**src/rtl/plc_pkg.sv**
```systemverilog
package plc_pkg;
  typedef enum logic [1:0] {
    ST_IDLE,
    ST_LOAD,
    ST_LAUNCH,
    ST_PROG
  } plc_state_e;
endpackage

```
**src/rtl/plc_strobe_sync.sv**
```systemverilog
module plc_strobe_sync #(
  parameter int AW = 15,
  parameter int DW = 8
) (
  input  logic          clk_i,
  input  logic          rst_ni,
  input  logic          ce_ni,
  input  logic          we_ni,
  input  logic          oe_ni,
  input  logic [AW-1:0] addr_i,
  input  logic [DW-1:0] data_i,
  output logic          open_o,
  output logic          close_o,
  output logic          abort_o,
  output logic [AW-1:0] addr_o,
  output logic [DW-1:0] data_o
);
  logic s_ce, s_we, s_oe, act_prev, act_now;

  always_ff @(posedge clk_i or negedge rst_ni) begin
    if (!rst_ni) begin
      s_ce     <= 1'b1;
      s_we     <= 1'b1;
      s_oe     <= 1'b1;
      addr_o   <= '0;
      data_o   <= '0;
      act_prev <= 1'b0;
    end else begin
      s_ce     <= ce_ni;
      s_we     <= we_ni;
      s_oe     <= oe_ni;
      addr_o   <= addr_i;
      data_o   <= data_i;
      act_prev <= act_now;
    end
  end

  assign act_now = !s_ce && !s_we && s_oe;
  // open: later falling strobe; close: earlier rising strobe; abort: oe dropped
  assign open_o  = act_now && !act_prev;
  assign close_o = !act_now && act_prev && (s_ce || s_we);
  assign abort_o = !act_now && act_prev && !(s_ce || s_we);
endmodule

```
**src/rtl/plc_window_timer.sv**
```systemverilog
module plc_window_timer #(
  parameter int WINDOW_CYCLES = 18750
) (
  input  logic clk_i,
  input  logic rst_ni,
  input  logic restart_i,
  input  logic run_i,
  input  logic hold_i,
  output logic expired_o
);
  localparam int CW = $clog2(WINDOW_CYCLES + 1);
  localparam logic [CW-1:0] LAST = CW'(WINDOW_CYCLES - 1);

  logic [CW-1:0] cnt_q;

  always_ff @(posedge clk_i or negedge rst_ni) begin
    if (!rst_ni)                    cnt_q <= '0;
    else if (restart_i)             cnt_q <= '0;
    else if (run_i && cnt_q != LAST) cnt_q <= cnt_q + 1'b1;
  end

  assign expired_o = run_i && !hold_i && (cnt_q == LAST);
endmodule

```
**src/rtl/plc_page_buffer.sv**
```systemverilog
module plc_page_buffer #(
  parameter int DW    = 8,
  parameter int SLOTS = 64
) (
  input  logic                     clk_i,
  input  logic                     rst_ni,
  input  logic                     wr_i,
  input  logic [$clog2(SLOTS)-1:0] idx_i,
  input  logic [DW-1:0]            wdata_i,
  input  logic                     clr_i,
  output logic [SLOTS-1:0]         mask_o,
  output logic [SLOTS*DW-1:0]      data_o
);
  for (genvar g = 0; g < SLOTS; g++) begin : g_slot
    logic          hit;
    logic [DW-1:0] byte_q;
    logic          vld_q;

    assign hit = wr_i && (idx_i == g);

    always_ff @(posedge clk_i or negedge rst_ni) begin
      if (!rst_ni) begin
        byte_q <= '0;
        vld_q  <= 1'b0;
      end else begin
        if (clr_i)    vld_q <= 1'b0;
        else if (hit) vld_q <= 1'b1;
        if (hit)      byte_q <= wdata_i;
      end
    end

    assign mask_o[g]              = vld_q;
    assign data_o[g*DW +: DW]     = byte_q;
  end
endmodule

```
**src/rtl/page_load_ctrl.sv**
```systemverilog
module page_load_ctrl #(
  parameter int AW            = 15,
  parameter int DW            = 8,
  parameter int SLOTS         = 64,
  parameter int WINDOW_CYCLES = 18750
) (
  input  logic                          clk_i,
  input  logic                          rst_ni,
  input  logic                          ce_ni,
  input  logic                          we_ni,
  input  logic                          oe_ni,
  input  logic [AW-1:0]                 addr_i,
  input  logic [DW-1:0]                 data_i,
  input  logic                          busy_i,
  output logic [AW-$clog2(SLOTS)-1:0]   page_addr_o,
  output logic [SLOTS-1:0]              byte_valid_o,
  output logic [SLOTS*DW-1:0]           page_data_o,
  output logic                          prog_start_o
);
  import plc_pkg::*;

  localparam int IW = $clog2(SLOTS);
  localparam int PW = AW - IW;

  plc_state_e    state_q;
  logic          w_open, w_close, w_abort;
  logic [AW-1:0] s_addr;
  logic [DW-1:0] s_data;
  logic [IW-1:0] idx_q;
  logic [PW-1:0] page_q;
  logic          pend_q, start_q;
  logic          in_idle, in_load, take, expired, buf_wr, buf_clr;

  plc_strobe_sync #(.AW(AW), .DW(DW)) u_sync (
    .clk_i  (clk_i),
    .rst_ni (rst_ni),
    .ce_ni  (ce_ni),
    .we_ni  (we_ni),
    .oe_ni  (oe_ni),
    .addr_i (addr_i),
    .data_i (data_i),
    .open_o (w_open),
    .close_o(w_close),
    .abort_o(w_abort),
    .addr_o (s_addr),
    .data_o (s_data)
  );

  assign in_idle = (state_q == ST_IDLE);
  assign in_load = (state_q == ST_LOAD);
  assign take    = w_open && (in_idle || (in_load && s_addr[AW-1:IW] == page_q));
  assign buf_wr  = in_load && pend_q && w_close;
  assign buf_clr = (state_q == ST_PROG) && !busy_i;

  plc_window_timer #(.WINDOW_CYCLES(WINDOW_CYCLES)) u_timer (
    .clk_i    (clk_i),
    .rst_ni   (rst_ni),
    .restart_i(take),
    .run_i    (in_load),
    .hold_i   (pend_q),
    .expired_o(expired)
  );

  plc_page_buffer #(.DW(DW), .SLOTS(SLOTS)) u_buf (
    .clk_i  (clk_i),
    .rst_ni (rst_ni),
    .wr_i   (buf_wr),
    .idx_i  (idx_q),
    .wdata_i(s_data),
    .clr_i  (buf_clr),
    .mask_o (byte_valid_o),
    .data_o (page_data_o)
  );

  always_ff @(posedge clk_i or negedge rst_ni) begin
    if (!rst_ni) begin
      state_q <= ST_IDLE;
      page_q  <= '0;
      idx_q   <= '0;
      pend_q  <= 1'b0;
      start_q <= 1'b0;
    end else begin
      start_q <= 1'b0;
      if (take) begin
        page_q <= s_addr[AW-1:IW];
        idx_q  <= s_addr[IW-1:0];
        pend_q <= 1'b1;
      end else if (in_load && pend_q && (w_close || w_abort)) begin
        pend_q <= 1'b0;
      end
      unique case (state_q)
        ST_IDLE:   if (take) state_q <= ST_LOAD;
        ST_LOAD: begin
          if (!take && expired) begin
            if (|byte_valid_o) begin
              start_q <= 1'b1;
              state_q <= ST_LAUNCH;
            end else begin
              state_q <= ST_IDLE;
            end
          end
        end
        ST_LAUNCH: if (busy_i) state_q <= ST_PROG;
        ST_PROG:   if (!busy_i) state_q <= ST_IDLE;
        default:   state_q <= ST_IDLE;
      endcase
    end
  end

  assign page_addr_o  = page_q;
  assign prog_start_o = start_q;
endmodule

```
**config.mk**
```make
export PLATFORM = sky130hd
export DESIGN_NAME = page_load_ctrl
export DESIGN_NICKNAME = d
export VERILOG_FILES = /design/src/rtl/plc_pkg.sv /design/src/rtl/plc_strobe_sync.sv /design/src/rtl/plc_window_timer.sv /design/src/rtl/plc_page_buffer.sv /design/src/rtl/page_load_ctrl.sv
export SDC_FILE = /design/constraint.sdc
export NUM_CORES = 1
export LEC_CHECK = 0
export BUFFER_PORTS_ARGS = -buffer_cell sky130_fd_sc_hd__buf_2
export CORE_MARGIN = 8
export CORE_UTILIZATION = 30
export CTS_BUF_LIST = sky130_fd_sc_hd__clkbuf_16
export DETAILED_ROUTE_END_ITERATION = 10
export PLACE_DENSITY_LB_ADDON = 0.05
export SLEW_MARGIN = 30
export SYNTH_ARGS = -nofsm -noshare
export SYNTH_HDL_FRONTEND = slang
export SYNTH_SLANG_ARGS = --single-unit
```
**constraint.sdc**
```tcl
create_clock -name clk_i -period 2.7 [get_ports clk_i]
set_input_delay 0.54 -clock clk_i [delete_from_list [all_inputs] [get_ports clk_i]]
set_output_delay 0.54 -clock clk_i [all_outputs]
set_load 0.01 [all_outputs]
```
==> flow_summary_export.csv <==
group,metric,value,unit
timing,final_max_slew_viol_count,0,
worst_setup_path,crit_path_max_fanout,9,
run_status,outcome,"finished clean",
drt,antenna_left,0,
synthesis,async_reset_ff_frac,1.000,
clocking,postCtsHoldBufs,14,
synthesis,synth_area,24530,um2
floorplanning,design.die.area,91170,um2
synthesis,synth_seq_cells,637,
placed_design,hpwlAfterDp,66260,um
power,powerDensity,685.9,nW/um2
synthesis,synth_edf_count,0,
synthesis,netlist_instances,1649,
drt,vias,15890,
timing,rsz0062_at_grt,"false",
floorplanning,start_util,0.3007,
timing,fin_crit_sh,0.9496,
floorplanning,dieWidth,301.9,um
drt,drcViolationCount,0,
worst_setup_path,worstPathArrival,3.05,ns
placed_design,portBuffers,614,
drt,wl,92500,um
clocking,cts-htree-levels,3,
clocking,cts_tree,"done",
synthesis,synth_ff_type,"dfrtp_1",
drt,viasPerCell,4.637,
floorplanning,die_h,301.9,um
job,cap_viol_max_count,0,
synthesis,seq_area_frac_synth,0.6500,
layout,syn2layout_area_growth,28.90,%
drt,wire_per_inst,27.00,um
clocking,post-cts-setup-buffers,0,
power,power,21.69,mW
worst_setup_path,cp-start-kind,"flop",
floorplanning,rows,105,
synthesis,ys_warn_count,0,
worst_hold_path,hold_class,"input port to flop",
timing,period_needed,2.564,ns
grt,grt_max_degree,76,
clocking,path_clk_slew,0.06,ns
timing,setup_violations,0,
placed_design,gp_congestion,0.7593,
clocking,root_buffer,"clkbuf_16",
clocking,clockBufferDepth,3,
synthesis,syn-num-nets,1680,
power,vdd_drop_max,0.4059,mV
drt,drtIter0Drc,568,
clocking,cts_buffers,75,
synthesis,synth_cell_type_count,41,
grt,grt_remaining_overflow,0,
worst_setup_path,end_kind,"flop",
synthesis,syn_avg_cell_area,14.88,um2
layout,multi_input_area,7680,um2
layout,regArea,15960,um2
clocking,cts.sinks,637,
floorplanning,coreArea,81580,um2
worst_setup_path,required,3.19,ns
grt,antenna_found_initial,3,
power,p_leak,17.43,nW
worst_setup_path,path_class,"flop to flop",
timing,tightest_slew,0.8733,ns
timing,hold_slack,0.04364,ns
timing,final.setup.tns,0,ns
floorplanning,io_pins,615,
timing,hold_viol,0,
timing,fmax,390.0,MHz
layout,drive_gt1_frac,0.5828,
drt,dr.pass1.iters,4,
timing,skew,0.02320,ns
grt,grt.total_usage,0.2001,
grt,grt_pass1_wl,132200,um
clocking,post_cts_resized,0,
layout,n_fill_cell,7902,
timing,slew_headroom,0.4178,
grt,first_global_vias,17260,
clocking,clk_latency,0.62,ns
layout,nets,2326,
[per-stage QoR]
| step | area [um2] | utilization | setup WS (ns) | std cells |
|---|---|---|---|---|
| finish | 31620 | 0.3875 | 0.1362 | 3426 |
| global route | 31620 | 0.3875 | 0.002995 | 3425 |
| CTS | 31590 | 0.3872 | 0.08447 | 3423 |
| detailed placement | 29060 | 0.3562 | 0.1028 | 3273 |
| global placement | 29060 | 0.3562 | 0.1567 | 3273 |
| floorplan | 24530 | - | 0.5067 | 1649 |
[layout by cell type, fill, tap and decap left out, types with 4 or more instances in the layout]
master,netlist,final
o21a_1,15,15
nor2_2,11,11
nand3_1,6,6
nand2_2,16,16
dfrtp_2,0,6
nor2_1,61,59
bufinv_16,0,6
buf_2,2,613
buf_4,64,75
dlygate4sd3_1,0,14
clkinv_1,0,16
dfrtp_1,634,626
nand4_1,11,11
nand2_1,40,40
buf_12,0,17
xnor2_1,22,22
inv_1,31,52
mux2_1,8,8
nor4b_1,4,4
mux2_2,519,519
nor4_1,23,23
clkbuf_16,0,78
nand2b_1,7,7
clkinv_2,0,8
a21oi_1,49,49
nor3_1,4,4
[cells in the mapped netlist, types with 3 or more instances]
cell type	number	area [um2]
nor2b_1	3	18.77
dfrtp_1	634	15870
nor2_2	11	68.82
clkbuf_1	72	270.3
a21o_1	3	22.52
xnor2_1	22	192.7
nand2_1	40	150.1
inv_1	31	116.4
nand4_1	11	68.82
mux2_1	8	90.09
nor3_1	4	20.02
mux2_2	519	5844
dfstp_2	3	78.83
nand2_2	16	100.1
nor4b_1	4	35.03
buf_1	13	48.80
nor4_1	23	143.9
and2_1	3	18.77
a21oi_1	49	245.2
nor2_1	61	229.0
nand3b_1	3	22.52
buf_4	64	480.5
o21a_1	15	112.6
or3_1	3	18.77
nand3_1	6	30.03
nand2b_1	7	43.79
[power by group]
part	internal [mW]	switching (mW)
sequential	9.87	0.331
combinational	0.613	0.998
clock	5.80	4.08
total	16.3	5.41
[registers in the layout, summed over array words and instances, names as in the netlist, 6 cells and up, named ones only]
register and cells:
u_sync.addr_o 15, idx_q 6, u_buf.g_slot.vld_q 64, u_sync.data_o 8, u_timer.cnt_q 15, u_buf.g_slot.byte_q 512, page_addr_o 9
[cell families after synthesis]
group / synth area share
flops: 0.6500
xor+xnor: 0.008212
compound gates: 0.01602
mux: 0.2419
buf+inv: 0.03775
fa+ha+maj: 0.001020
simple gates: 0.04509
[path summary, 6_finish.rpt]
check / start / slack, ns / cells after the start / end
worst max-delay path: flop / 0.14 / 5 / u_buf.g_slot[38].byte_q[2]$_DFFE_PN0P_
worst min-delay path: data_i[3] / 0.04 / 1 / u_sync.data_o[3]$_DFF_PN0_
worst max register to register: flop / 0.14 / 5 / u_buf.g_slot[38].byte_q[2]$_DFFE_PN0P_
worst min register to register: u_buf.g_slot[8].byte_q[6]$_DFFE_PN0P_ / 0.48 / 1 / u_buf.g_slot[8].byte_q[6]$_DFFE_PN0P_
max in group asynchronous: rst_ni / 1.31 / 3 / u_buf.g_slot[32].byte_q[5]$_DFFE_PN0P_
min in group asynchronous: rst_ni / 0.47 / 2 / u_buf.g_slot[27].byte_q[5]$_DFFE_PN0P_
[worst max-delay path, stage by stage (launching register included)]
cell	delay, ns
dfrtp_1	0.38
nand4b_1	0.26
or4b_1	0.67
nor2_2	0.29
nand2_1	0.42
mux2_2	0.43
[per-layer routing]
metal / vias to the layer above / track usage / part of all wire
met4: 2 / 0.06107 / 0.028
met3: 115 / 0.07217 / 0.085
met5: - / 0 / 0.000076
met2: 502 / 0.3322 / 0.48
li1: 6958 / - / -
met1: 8309 / 0.2427 / 0.40
[cell type report]
class / count / share of cell area
timing repair buffer: 720 / 0.1305
inverter: 31 / 0.003680
antenna: 2 / 0.0001583
multi-input combinational: 830 / 0.2429
clock buffer: 78 / 0.06173
tap: 1070 / 0.04234
sequential: 637 / 0.5048
clock inverter: 58 / 0.01393
No activity file was read; power rests on OpenSTA's default activity.
